`src/rtl/spram_pkg.sv`:
```
package spram_pkg;

  typedef enum logic [1:0] {
    RDW_OLD  = 2'd0,
    RDW_NEW  = 2'd1,
    RDW_HOLD = 2'd2
  } rdw_mode_e;

  function automatic int lane_width(input int data_w, input int slice_w);
    return (slice_w == 0) ? data_w : slice_w;
  endfunction

  function automatic int lane_count(input int data_w, input int slice_w);
    return data_w / lane_width(data_w, slice_w);
  endfunction

endpackage

```
`src/rtl/spram_array.sv`:
```
module spram_array #(
  parameter int DATA_W   = 16,
  parameter int DEPTH    = 32,
  parameter int LANES    = 2,
  parameter int ADDR_W   = 5,
  parameter int INIT_LEN = 0,
  parameter logic [DEPTH*DATA_W-1:0] INIT_IMG = '0
) (
  input  logic              clk,
  input  logic              rst,
  input  logic [ADDR_W-1:0] addr,
  input  logic [LANES-1:0]  lane_we,
  input  logic [DATA_W-1:0] wdata,
  output logic [DATA_W-1:0] word_o
);

  localparam int LANE_W = DATA_W / LANES;

  logic [DATA_W-1:0] mem [DEPTH];
  logic              in_range;

  assign in_range = (int'(addr) < DEPTH);

  initial begin
    for (int i = 0; i < DEPTH; i++) begin
      mem[i] = (i < INIT_LEN) ? INIT_IMG[i*DATA_W +: DATA_W] : '0;
    end
  end

  always_ff @(posedge clk) begin
    if (in_range) begin
      for (int s = 0; s < LANES; s++) begin
        if (lane_we[s]) begin
          mem[addr][s*LANE_W +: LANE_W] <= wdata[s*LANE_W +: LANE_W];
        end
      end
    end
  end

  assign word_o = in_range ? mem[addr] : '0;

  // a full-word write is visible at the same address one cycle later
  a_r2_full_write : assert property (@(posedge clk) disable iff (rst)
    (&lane_we) |=> ((addr != $past(addr)) || (word_o == $past(wdata))));

  // the lowest slice is untouched while its enable is low
  a_r3_lane_keep : assert property (@(posedge clk) disable iff (rst)
    (!lane_we[0]) |=> ((addr != $past(addr)) ||
                       (word_o[LANE_W-1:0] == $past(word_o[LANE_W-1:0]))));

endmodule

```
`src/rtl/spram_merge.sv`:
```
module spram_merge #(
  parameter int DATA_W = 16,
  parameter int LANES  = 2
) (
  input  logic [DATA_W-1:0] old_word,
  input  logic [DATA_W-1:0] wdata,
  input  logic [LANES-1:0]  lane_we,
  output logic [DATA_W-1:0] merged,
  output logic              any_we
);

  localparam int LANE_W = DATA_W / LANES;

  for (genvar g = 0; g < LANES; g++) begin : g_lane
    assign merged[g*LANE_W +: LANE_W] = lane_we[g] ? wdata[g*LANE_W +: LANE_W]
                                                   : old_word[g*LANE_W +: LANE_W];
  end

  assign any_we = |lane_we;

endmodule

```
`src/rtl/spram_rd_stage.sv`:
```
module spram_rd_stage
  import spram_pkg::*;
#(
  parameter int        DATA_W     = 16,
  parameter bit        READ_ASYNC = 1'b0,
  parameter bit        HAS_RD_EN  = 1'b1,
  parameter rdw_mode_e RDW_MODE   = RDW_NEW
) (
  input  logic              clk,
  input  logic              rst,
  input  logic              rd_en,
  input  logic              any_we,
  input  logic [DATA_W-1:0] old_word,
  input  logic [DATA_W-1:0] merged,
  output logic [DATA_W-1:0] rd_data
);

  if (READ_ASYNC) begin : g_async
    logic unused_async;
    assign unused_async = ^{clk, rst, rd_en, any_we, merged};
    assign rd_data = old_word;
  end else begin : g_sync
    logic              rd_go;
    logic [DATA_W-1:0] rd_q;
    logic              unused_en;

    assign unused_en = rd_en;
    assign rd_go     = HAS_RD_EN ? rd_en : 1'b1;

    always_ff @(posedge clk) begin
      if (rst) begin
        rd_q <= '0;
      end else if (rd_go) begin
        case (RDW_MODE)
          RDW_OLD:  rd_q <= old_word;
          RDW_HOLD: if (!any_we) rd_q <= old_word;
          default:  rd_q <= merged;
        endcase
      end
    end

    assign rd_data = rd_q;

    if (HAS_RD_EN) begin : g_en_chk
      // disabled read keeps the output
      a_r7_enable_hold : assert property (@(posedge clk) disable iff (rst)
        (!rd_en) |=> $stable(rd_q));
    end

    if (RDW_MODE == RDW_OLD) begin : g_old_chk
      // output shows contents from before the edge
      a_r5_old_data : assert property (@(posedge clk) disable iff (rst)
        rd_go |=> (rd_q == $past(old_word)));
    end else if (RDW_MODE == RDW_HOLD) begin : g_hold_chk
      // a write cycle leaves the output alone
      a_r6_hold_on_write : assert property (@(posedge clk) disable iff (rst)
        (rd_go && any_we) |=> $stable(rd_q));
    end else begin : g_new_chk
      // with no write, the output is the stored word
      a_r4_plain_read : assert property (@(posedge clk) disable iff (rst)
        (rd_go && !any_we) |=> (rd_q == $past(old_word)));
    end
  end

endmodule

```
`src/rtl/spram_port.sv`:
```
module spram_port
  import spram_pkg::*;
#(
  parameter int        DATA_W     = 16,
  parameter int        DEPTH      = 32,
  parameter int        SLICE_W    = 8,
  parameter bit        WRITABLE   = 1'b1,
  parameter bit        READ_ASYNC = 1'b0,
  parameter bit        HAS_RD_EN  = 1'b1,
  parameter rdw_mode_e RDW_MODE   = RDW_NEW,
  parameter int        INIT_LEN   = 0,
  parameter logic [DEPTH*DATA_W-1:0] INIT_IMG = '0,
  localparam int       ADDR_W     = (DEPTH > 1) ? $clog2(DEPTH) : 1,
  localparam int       LANES      = lane_count(DATA_W, SLICE_W)
) (
  input  logic              clk,
  input  logic              rst,
  input  logic [ADDR_W-1:0] addr,
  input  logic              rd_en,
  input  logic [LANES-1:0]  wr_en,
  input  logic [DATA_W-1:0] wr_data,
  output logic [DATA_W-1:0] rd_data
);

  initial begin
    a_cfg_slice : assert (SLICE_W == 0 || (DATA_W % SLICE_W) == 0)
      else $error("DATA_W must be a multiple of SLICE_W");
  end

  logic [LANES-1:0]  lane_we;
  logic [DATA_W-1:0] old_word;
  logic [DATA_W-1:0] merged;
  logic              any_we;

  if (WRITABLE) begin : g_wr
    assign lane_we = wr_en;
  end else begin : g_ro
    logic unused_ro;
    assign unused_ro = ^{wr_en, wr_data};
    assign lane_we   = '0;
  end

  spram_array #(
    .DATA_W   (DATA_W),
    .DEPTH    (DEPTH),
    .LANES    (LANES),
    .ADDR_W   (ADDR_W),
    .INIT_LEN (INIT_LEN),
    .INIT_IMG (INIT_IMG)
  ) u_array (
    .clk     (clk),
    .rst     (rst),
    .addr    (addr),
    .lane_we (lane_we),
    .wdata   (wr_data),
    .word_o  (old_word)
  );

  spram_merge #(
    .DATA_W (DATA_W),
    .LANES  (LANES)
  ) u_merge (
    .old_word (old_word),
    .wdata    (wr_data),
    .lane_we  (lane_we),
    .merged   (merged),
    .any_we   (any_we)
  );

  spram_rd_stage #(
    .DATA_W     (DATA_W),
    .READ_ASYNC (READ_ASYNC),
    .HAS_RD_EN  (HAS_RD_EN),
    .RDW_MODE   (RDW_MODE)
  ) u_rd (
    .clk      (clk),
    .rst      (rst),
    .rd_en    (rd_en),
    .any_we   (any_we),
    .old_word (old_word),
    .merged   (merged),
    .rd_data  (rd_data)
  );

endmodule

```
`config.mk`:
```
export PLATFORM = sky130hd
export DESIGN_NAME = spram_port
export DESIGN_NICKNAME = d
export VERILOG_FILES = /design/src/rtl/spram_pkg.sv /design/src/rtl/spram_array.sv /design/src/rtl/spram_merge.sv /design/src/rtl/spram_rd_stage.sv /design/src/rtl/spram_port.sv
export SDC_FILE = /design/constraint.sdc
export NUM_CORES = 1
export LEC_CHECK = 0
export ABC_AREA = 1
export ABC_CLOCK_PERIOD_IN_PS = 2300
export BUFFER_PORTS_ARGS = -buffer_cell sky130_fd_sc_hd__buf_2
export CAP_MARGIN = 20
export CORE_UTILIZATION = 52
export CTS_CLUSTER_DIAMETER = 150
export DETAILED_ROUTE_END_ITERATION = 10
export PLACE_DENSITY = 0.71
export SLEW_MARGIN = 20
export SYNTH_ARGS = -nofsm -noshare
export SYNTH_HDL_FRONTEND = slang
export SYNTH_HIERARCHICAL = 1
export SYNTH_SLANG_ARGS = --single-unit
```
`constraint.sdc`:
```
create_clock -name clk -period 2.3 [get_ports clk]
set_input_delay 0.345 -clock clk [delete_from_list [all_inputs] [get_ports clk]]
set_output_delay 0.345 -clock clk [all_outputs]
set_load 0.05 [all_outputs]
```
==> results of run 1 <==
## worst paths after layout
check / from / to / slack (ns)
worst min register to register: u_rd/rd_data[3]$_SDFFE_PP0P_ / u_rd/rd_data[3]$_SDFFE_PP0P_ / 0.47
worst min-delay path: wr_data[11] / u_array/mem[1][11]$_DFFE_PP_ / 0.12
worst max-delay path: u_rd/rd_data[4]$_SDFFE_PP0P_ / rd_data[4] / 0.63
worst max register to register: u_array/mem[29][3]$_DFFE_PP_ / u_rd/rd_data[3]$_SDFFE_PP0P_ / 0.66
## metal layers
layer,up-vias,routed length [um]
met1,7411,24200
li1,7523,-
met5,-,0
met4,0,1400
met2,734,25700
met3,85,5350
## power by group through the flow
stage / sequential (mW) / clock (mW) / combinational, mW
CTS: 10.7 / 8.32 / 1.54
global placement: 10.9 / 0 / 1.51
detailed placement: 10.9 / 0 / 1.53
finish: 10.7 / 8.22 / 1.55
global route: 10.7 / 8.68 / 1.70
floorplan: 11.0 / 0 / 0.838
## layout make-up
class                   count  area, um^2
flip-flops and latches    528       15700
multi-input cells        1580        6290
diodes                      2        5.00
clock inverters            32         255
repair buffers            180        1480
clock buffers              63        1380
inverters                  34         148
well taps                 585         732
fillers                  3506       17200
## flip-flops by register name, summed over array words and instances (netlist names)
name          cells
u_array/mem     512
u_rd/rd_data     16
## stage by stage
stage	cells	area (um^2)	power [mW]
after floorplan	2255	22800	11.8
after global placement	2907	24300	12.4
after detailed placement	2907	24300	12.5
after CTS	3002	26000	20.6
after global routing	3002	26000	21.1
final	3004	26000	20.5
## cell usage in the layout, fill, tap and decap left out
master / count
nand2_1: 1440
edfxtp_1: 512
buf_4: 122
nor2_1: 62
clkbuf_16: 53
buf_2: 39
nor3_2: 33
nor3_1: 31
inv_1: 20
buf_12: 18
dfxtp_1: 16
clkinv_1: 14
clkinv_2: 10
clkbuf_1: 8
nor3_4: 8
inv_2: 7
inv_4: 6
bufinv_16: 4
nand2_2: 4
inv_6: 3
diode_2: 2
clkinvlp_4: 2
clkbuf_8: 2
nor2_2: 2
buf_6: 1
==> reports/qor.csv, run 1 <==
stage,metric,value,unit
global_routing,grt peak-use layer,met2,
clocking,H-tree Lvls,2,
routing,drc violations,0,
setup_path,WP depth,1,
clocking,CTS Hold Buffers Added,0,
floorplan,Initial Util,52.9,%
flow_run,max-cap viol count,0,
logic_synthesis,synthesized instance count,2255,
placed_design,I/O Buffers,41,
routing,total wire length,56.7,mm
sta,Worst Tran Pin Value,0.741,ns
power,Comb pwr share,7.6,%
min_path,hold path cells,1,
routing,via count,15800,
clocking,CTS tree,built,
routing,routed vias/inst,5.24,
logic_synthesis,average cell area after synthesis,10.1,um^2
global_routing,GRT Residual Overflow,0,
sta,Slew HR,50.5,%
clocking,buffer count from post-CTS setup fixing,0,
setup_path,cell chain of the critical path,buf_2,
routing,drt pass-1 iters,6,
run_status,status,completed,
routing,initial DRC count,1759,
clocking,root buf cell,clkbuf_16,
power,peak supply drop,0.511,mV
floorplan,Core ar.,0.0432,mm^2
setup_path,Setup CP Type,reg2out,
routing,antenna-violating nets left,0,
setup_path,CP bufs+invs,1,
setup_path,nature of the critical path startpoint,register,
setup_path,CP Max Fanout,2,
logic_synthesis,"Net Count, Synth",2281,
power,Int Pwr,15.8,mW
sta,RSZ-0062 raised after global routing,false,
final_layout,share of post-route cells with drive strength above 1,13.0,%
sta,Final Max Tran Viols,0,
sta,WHS,0.119,ns
final_layout,area grow syn2layout,13.9,%
global_routing,M2 GR Usage,39.9,%
clocking,CTS Buf Count,52,
power,total leakage power,11.0,nW
global_routing,vias in the first global route,15200,
sta,Final setup viols,0,
power,Psw,4.69,mW
global_routing,pin count of the biggest net entering global routing,55,
global_routing,GRT Util Overall,26.2,%
setup_path,required time of the worst setup path,1.96,ns
setup_path,"slowest stage delay, CP",0.42,ns
global_routing,met3 Use GR,5.44,%
global_routing,initial antenna violation count,0,
clocking,Post-CTS Resized,0,
power,clock share of power,40.1,%
clocking,Clock Pin Slew Worst Setup and Hold Paths,0.06,ns
final_layout,Final Util,60.2,%
power,pwr dens,789,mW/mm^2
sta,period utilisation layout,72.5,%
sta,PnR worst setup slack,0.632,ns
setup_path,Worst setup EP type,primary output,
placed_design,post-DP HPWL,36.4,mm
setup_path,Worst R2R Path Depth,14,
floorplan,Die Y-Extent,211,um
final_layout,Final nets,2402,
placed_design,Placer Congestion,0.918,
floorplan,site row count,76,
logic_synthesis,synthesized cell area,0.0228,mm^2
routing,post-DR wirelength/cell,18.9,um
setup_path,Critical Path Slowest Stage Cell,dfxtp_1,
clocking,Worst-Skew Late Latency,0.60,ns
setup_path,"CP delay by family, top",flip-flops,
global_routing,first-pass GRT wire length,87.5,mm
sta,fin crit period,1.67,ns
sta,Clock Skew,0.0177,ns
clocking,Max clock buf depth,3,
sta,Max Fclk,0.600,GHz
logic_synthesis,YS warnings,6,
min_path,HP Class,in2reg,
floorplan,Ports,42,
floorplan,die span in x,211,um
clocking,TritonCTS sink count,528,
power,sw frac,22.9,%
global_routing,GR Util met1,37.9,%
setup_path,Worst EP arrival,1.32,ns
floorplan,die area,0.0447,mm^2
power,Flop pwr share,52.3,%
sta,Final Hold Viols,0,
placed_design,DP Worst Slack,0.137,ns
sta,TNS Setup,0,ns
Note: power is estimated with default switching activity, not from simulation.
==> run 2, diff against run 1 <==
Settings changed: ABC_AREA 1 to 0, ABC_CLOCK_PERIOD_IN_PS 2300 to 1370, PLACE_DENSITY 0.71 to 0.74.
Clock period 2.3 ns to 1.37 ns, I/O delays scaled along.
==> run 2 against run 1 <==
Effect of this change: the flow now finishes with violations (setup timing); sequential power grew 68%; non-clock buffer count is 64 higher; clock power is 68% higher; worst hold slack worse by 0.090 ns; setup slack got worse by 1.1 ns; register-to-register slack got worse by 1.1 ns; total power up 67%; sequential share of layout area about the same; final cell count down 35%; die area is 8.6% lower; clock-buffer cell count increased by 15; highest routed layer unchanged; global-route usage is 2.6 points lower.
==> reports/qor.csv, run 2 <==
stage,metric,value,unit,change
setup_path,worst setup path end,u_rd/rd_data[11]$_SDFFE_PP0P_,,
placed_design,I/O Buffers,41,,unchanged
global_routing,GR Util met1,32.4,%,-5.5 points
setup_path,Critical Path Slowest Stage Cell,edfxtp_1,,
sta,Worst Tran Pin Value,0.499,ns,-0.242 ns
routing,routed vias/inst,5.90,,+13%
setup_path,Worst R2R Path Depth,7,,-7
global_routing,pin count of the biggest net entering global routing,34,,-38%
sta,Max Fclk,0.545,GHz,
setup_path,Setup CP Type,reg2reg,,
floorplan,Core ar.,0.0391,mm^2,-9.4%
routing,post-DR wirelength/cell,24.6,um,+30%
placed_design,Placer Congestion,0.839,,-8.6%
global_routing,grt peak-use layer,met2,,
global_routing,first-pass GRT wire length,70.7,mm,-19%
final_layout,Fill cells,2561,,-27%
final_layout,Largest Register,u_array/mem,,
setup_path,Worst EP arrival,2.27,ns,+0.95 ns
sta,period utilisation layout,134,%,
routing,drc violations,0,,unchanged
clocking,Worst-Skew Late Latency,0.57,ns,-0.03 ns
floorplan,site row count,72,,-5.3%
power,total leakage power,9.24,nW,-16%
clocking,CTS Buf Count,50,,-3.8%
final_layout,max reg flops,512,,unchanged
logic_synthesis,synthesized cell area,0.0208,mm^2,-8.7%
setup_path,CP Max Fanout,1,,-1
sta,Clock Skew,0.0162,ns,-0.00150 ns
setup_path,FF-to-FF Start,u_array/mem[22][11]$_DFFE_PP_,,
final_layout,fin area,0.0260,mm^2,+0.12%
clocking,Max clock buf depth,3,,unchanged
sta,Final setup viols,16,,+16
placed_design,DP Worst Slack,-1.05,ns,-1.18 ns
placed_design,post-DP HPWL,31.7,mm,-13%
flow_run,max-cap viol count,0,,unchanged
logic_synthesis,average cell area after synthesis,17.6,um^2,+74%
global_routing,GRT Residual Overflow,0,,unchanged
logic_synthesis,YS warnings,6,,unchanged
setup_path,nature of the critical path startpoint,register,,
final_layout,share of post-route cells with drive strength above 1,32.9,%,+20 points
global_routing,met3 Use GR,3.66,%,-1.8 points
clocking,root buf cell,clkbuf_16,,
floorplan,die span in x,202,um,-4.4%
clocking,CTS tree,built,,
min_path,HP Class,in2reg,,
global_routing,initial antenna violation count,3,,+3
routing,via count,11600,,-26%
setup_path,cell chain of the critical path,mux2i_2 > o22ai_2 > nor4_4 > nand2_1 > mux2_4 > mux2i_1 > nor2_1,,
floorplan,Ports,42,,unchanged
sta,RSZ-0062 raised after global routing,true,,
sta,PnR worst setup slack,-0.464,ns,-1.10 ns
global_routing,GRT Util Overall,23.6,%,-2.6 points
power,pwr dens,1320,mW/mm^2,+67%
floorplan,Die Y-Extent,202,um,-4.4%
global_routing,M2 GR Usage,38.9,%,-0.94 points
setup_path,required time of the worst setup path,1.81,ns,-0.15 ns
floorplan,Initial Util,53.3,%,+0.43 points
global_routing,vias in the first global route,11500,,-24%
routing,initial DRC count,1018,,-42%
sta,Final Max Tran Viols,0,,unchanged
final_layout,"commonest non-fill, non-tap cell in the layout",edfxtp_1,,
power,peak supply drop,1.24,mV,+140%
routing,antenna-violating nets left,0,,unchanged
setup_path,CP startpoint,u_array/mem[22][11]$_DFFE_PP_,,
final_layout,most frequent cells in the layout,"edfxtp_1, mux2i_1, buf_4, o22ai_1, buf_12",,
setup_path,r2r setup slk,-0.46,ns,-1.12 ns
clocking,H-tree Lvls,2,,unchanged
routing,drt pass-1 iters,5,,-1
final_layout,area grow syn2layout,24.9,%,
run_status,failing checks,setup timing,,
placed_design,Post-DP Area,0.0239,mm^2,-1.9%
clocking,TritonCTS sink count,528,,unchanged
sta,WHS,0.0292,ns,-0.0902 ns
setup_path,"slowest stage delay, CP",0.42,ns,about the same
final_layout,Final nets,1427,,-41%
sta,Final Hold Viols,0,,unchanged
setup_path,Worst setup EP type,register,,
routing,total wire length,48.2,mm,-15%
logic_synthesis,synthesized instance count,1181,,-48%
floorplan,die area,0.0409,mm^2,-8.6%
run_status,status,"finished, violations left",,
sta,fin crit period,1.83,ns,
clocking,Clock Pin Slew Worst Setup and Hold Paths,0.06,ns,about the same
sta,Slew HR,66.8,%,+16 points
logic_synthesis,"Net Count, Synth",1207,,-47%
setup_path,r2r endpoint,u_rd/rd_data[11]$_SDFFE_PP0P_,,
[run 2: layer usage]
metal	share of wire [%]	up-vias
met3	6.8	81
met4	2.4	0
met1	41	5893
met2	49	437
met5	0	-
li1	-	5181
[run 2: report_power, final]
| group | leakage, nW | internal (mW) | switching [mW] |
|---|---|---|---|
| Combinational | 3.68 | 1.04 | 1.42 |
| Sequential | 4.75 | 17.9 | 0.0837 |
| Clock | 0.815 | 8.17 | 5.65 |
[run 2: cell type report]
type                            count  area, um^2  share of cell area, %
Antenna cell                        3        7.51                 0.0288
Clock buffer                       78        1480                   5.69
Clock inverter                     16         180                  0.692
Multi-Input combinational cell    577        5370                   20.6
Sequential cell                   528       15700                   60.4
Tap cell                          518         648                   2.49
Timing Repair Buffer              244        2640                   10.1
[run 2: worst min path at each step]
stage          cells past startpoint                       endpoint  slack (ns)                           from
6_report                           1  u_array/mem[13][10]$_DFFE_PP_        0.03                    wr_data[10]
5_1_grt                            1   u_array/mem[0][10]$_DFFE_PP_        0.03                    wr_data[10]
4_1_cts                            1  u_array/mem[30][10]$_DFFE_PP_        0.02                    wr_data[10]
3_5_place_dp                       2  u_rd/rd_data[15]$_SDFFE_PP0P_        0.48  u_rd/rd_data[15]$_SDFFE_PP0P_
3_3_place_gp                       2  u_rd/rd_data[15]$_SDFFE_PP0P_        0.47  u_rd/rd_data[15]$_SDFFE_PP0P_
2_1_floorplan                      0    u_array/mem[0][0]$_DFFE_PP_        0.30                     wr_data[0]
[run 2: metrics by stage]
step / cells / setup TNS [ns] / utilization, % / power (mW)
6_report: 1964 / -6.50 / 66.6 / 34.3
5_1_grt: 1962 / -8.10 / 66.5 / 35.1
4_1_cts: 1958 / -6.24 / 65.9 / 34.4
3_5_place_dp: 1862 / -218.57 / 61.1 / 20.6
3_3_place_gp: 1862 / -203.07 / 61.1 / 20.6
2_1_floorplan: 1181 / -134.04 / - / 19.7
[run 2: worst max-delay path, delay by kind of cell, from the launching register on]
kind               cells  cell delay, ns
AOI/OAI and AO/OA      1            0.12
muxes                  3            0.64
and+or+nand+nor        3            0.52
DFF                    1            0.42
[run 2: what timing repair did]
action | in CTS | in global routing
gates cloned | 0 | 1
setup endpoints to repair | 32 | 63
gates resized for setup | 56 | 39
hold buffers | 3 | 0
pin swaps | 21 | 28
endpoints found under the hold margin | 16 | 0
buffers inserted | 0 | 2
==> run 3, diff against run 2 <==
Settings changed: ABC_CLOCK_PERIOD_IN_PS 1370 to 1600.
Clock period 1.37 ns to 1.6 ns, I/O delays scaled along.
==> run 3 against run 2 <==
Effect of this change: the run still ends with setup timing left; die area unchanged; highest routed layer unchanged; clock skew down 0.0012 ns; combinational power fell by 15%; cell area shrank 0.12%.
==> reports/qor.csv, run 3 (synthesis gave the netlist of run 2 again) <==
stage,metric,value,unit,change
run_status,status,"finished, violations left",,
run_status,failing checks,setup timing,,
setup_path,Setup CP Type,reg2reg,,
final_layout,"commonest non-fill, non-tap cell in the layout",edfxtp_1,,
clocking,Worst-Skew Late Latency,0.58,ns,about the same
sta,PnR worst setup slack,-0.344,ns,+0.120 ns
min_path,HP Class,in2reg,,
power,peak supply drop,0.889,mV,-28%
global_routing,pin count of the biggest net entering global routing,33,,-2.9%
routing,initial DRC count,1046,,+2.8%
setup_path,required time of the worst setup path,2.05,ns,+0.24 ns
final_layout,Fill cells,2561,,unchanged
placed_design,DP Worst Slack,-0.881,ns,+0.165 ns
setup_path,nature of the critical path startpoint,register,,
routing,drt pass-1 iters,5,,unchanged
final_layout,share of post-route cells with drive strength above 1,32.8,%,-0.16 points
floorplan,Initial Util,53.3,%,unchanged
sta,Final setup viols,16,,unchanged
setup_path,Worst EP arrival,2.39,ns,+0.12 ns
global_routing,GRT Util Overall,23.9,%,+0.37 points
clocking,CTS Buf Count,51,,+2.0%
global_routing,first-pass GRT wire length,72.2,mm,+2.0%
sta,Max Fclk,0.514,GHz,-5.7%
floorplan,Die Y-Extent,202,um,unchanged
sta,Clock Skew,0.0150,ns,-0.00119 ns
setup_path,cell chain of the critical path,mux2i_1 > o22ai_2 > nor4_4 > buf_4 > nand2_2 > mux2_4 > mux2i_1 > nor2_1,,
routing,routed vias/inst,5.91,,+0.21%
setup_path,r2r setup slk,-0.34,ns,+0.12 ns
floorplan,site row count,72,,unchanged
floorplan,die span in x,202,um,unchanged
power,total leakage power,9.27,nW,+0.28%
setup_path,"slowest stage delay, CP",0.36,ns,-0.06 ns
sta,TNS Setup,-3.06,ns,+3.44 ns
final_layout,fin area,0.0260,mm^2,-0.12%
clocking,Clock Pin Slew Worst Setup and Hold Paths,0.06,ns,about the same
routing,drc violations,0,,unchanged
sta,Slew HR,63.8,%,-2.9 points
global_routing,vias in the first global route,11800,,+2.7%
routing,post-DR wirelength/cell,24.6,um,+0.37%
final_layout,area grow syn2layout,24.7,%,
final_layout,Largest Register,u_array/mem,,
final_layout,"non-filler cells, final",1971,,+0.36%
clocking,buffer count from post-CTS setup fixing,0,,unchanged
routing,via count,11700,,+0.57%
flow_run,max-cap viol count,0,,unchanged
final_layout,diode count,0,,-3
final_layout,most frequent cells in the layout,"edfxtp_1, mux2i_1, buf_4, o22ai_1, buf_12",,
floorplan,die area,0.0409,mm^2,unchanged
setup_path,"most used cell, CP",mux2i_1,,
placed_design,I/O Buffers,41,,unchanged
setup_path,Worst setup EP type,register,,
clocking,root buf cell,clkbuf_16,,
floorplan,Ports,42,,unchanged
sta,Final Hold Viols,0,,unchanged
power,pwr dens,1130,mW/mm^2,-14%
floorplan,Core ar.,0.0391,mm^2,unchanged
setup_path,CP bufs+invs,1,,+1
final_layout,Final nets,1439,,+0.84%
power,Total Power,29.3,mW,-14%
clocking,Max clock buf depth,3,,unchanged
routing,total wire length,48.6,mm,+0.73%
setup_path,CP Max Fanout,1,,unchanged
sta,fin crit period,1.94,ns,+0.110 ns
placed_design,Placer Congestion,0.875,,+4.3%
sta,period utilisation layout,122,%,-12 points
setup_path,"CP delay by family, top",multiplexers,,
sta,Final Max Tran Viols,0,,unchanged
sta,Worst Tran Pin Value,0.542,ns,+0.0432 ns
final_layout,max reg flops,512,,unchanged
placed_design,post-DP HPWL,32.5,mm,+2.7%
clocking,CTS tree,built,,
global_routing,initial antenna violation count,0,,-3
placed_design,Placed Cells incl. Taps,1877,,+0.81%
global_routing,GRT Residual Overflow,0,,unchanged
routing,antenna-violating nets left,0,,unchanged
clocking,TritonCTS sink count,528,,unchanged
sta,RSZ-0062 raised after global routing,true,,
setup_path,Critical Path Slowest Stage Cell,edfxtp_1,,
clocking,H-tree Lvls,2,,unchanged
placed_design,Post-DP Area,0.0240,mm^2,+0.52%
==> run 3: cell count changes in the layout (fill, tap and decap cells not counted), sizes merged <==
cell         before  now
clkinvlp          0    1
diode             3    0
inv               0    3
clkinv           12   21
bufinv            4    6
buf             240  254
dlygate4sd3       3    1
clkbuf           79   62
==> run 3: final cells by class <==
cell class,count,area (um^2),area share (%)
sequential,528,15700,60.4
multi-input combinational,577,5350,20.6
timing repair buffer,255,2650,10.2
clock buffer,62,1350,5.18
tap,518,648,2.49
clock inverter,31,303,1.16
==> run 3: stage by stage <==
stage / hold slack [ns] / utilization [%]
after global routing: 0.0374 / 66.5
after detailed placement: 0.478 / 61.4
final: 0.0304 / 66.5
after floorplan: 0.339 / -
after global placement: 0.471 / 61.4
after CTS: 0.0224 / 66.1
==> run 3: final timing paths <==
| path | depth (start not counted) | startpoint | end |
|---|---|---|---|
| setup / recovery | 8 | u_array/mem[31][6]$_DFFE_PP_ | u_rd/rd_data[6]$_SDFFE_PP0P_ |
| hold reg to reg | 2 | u_rd/rd_data[14]$_SDFFE_PP0P_ | u_rd/rd_data[14]$_SDFFE_PP0P_ |
| hold / removal | 1 | wr_data[3] | u_array/mem[2][3]$_DFFE_PP_ |
| setup reg to reg | 8 | u_array/mem[31][6]$_DFFE_PP_ | u_rd/rd_data[6]$_SDFFE_PP0P_ |
==> run 3: what timing repair did <==
action | 4_1_cts | 5_1_grt
endpoints found under the setup margin | 16 | 16
hold buffers | 1 | 0
pin swaps | 20 | 30
gates resized for setup | 33 | 29
endpoints found under the hold margin | 2 | 0
==> run 3: report_power, final <==
group / total, mW / switching (mW) / internal, mW
clock: 11.8 / 4.89 / 6.93
sequential: 15.4 / 0.0656 / 15.4
combinational: 2.09 / 1.22 / 0.870
==> run 3: metal layers <==
metal	vias to the layer above	share of wire [%]	GRT usage, %
li1	5199	-	-
met4	0	2.5	7.20
met1	5876	40	32.2
met2	492	50	40.3
met3	91	7.6	3.76
met5	-	0	0
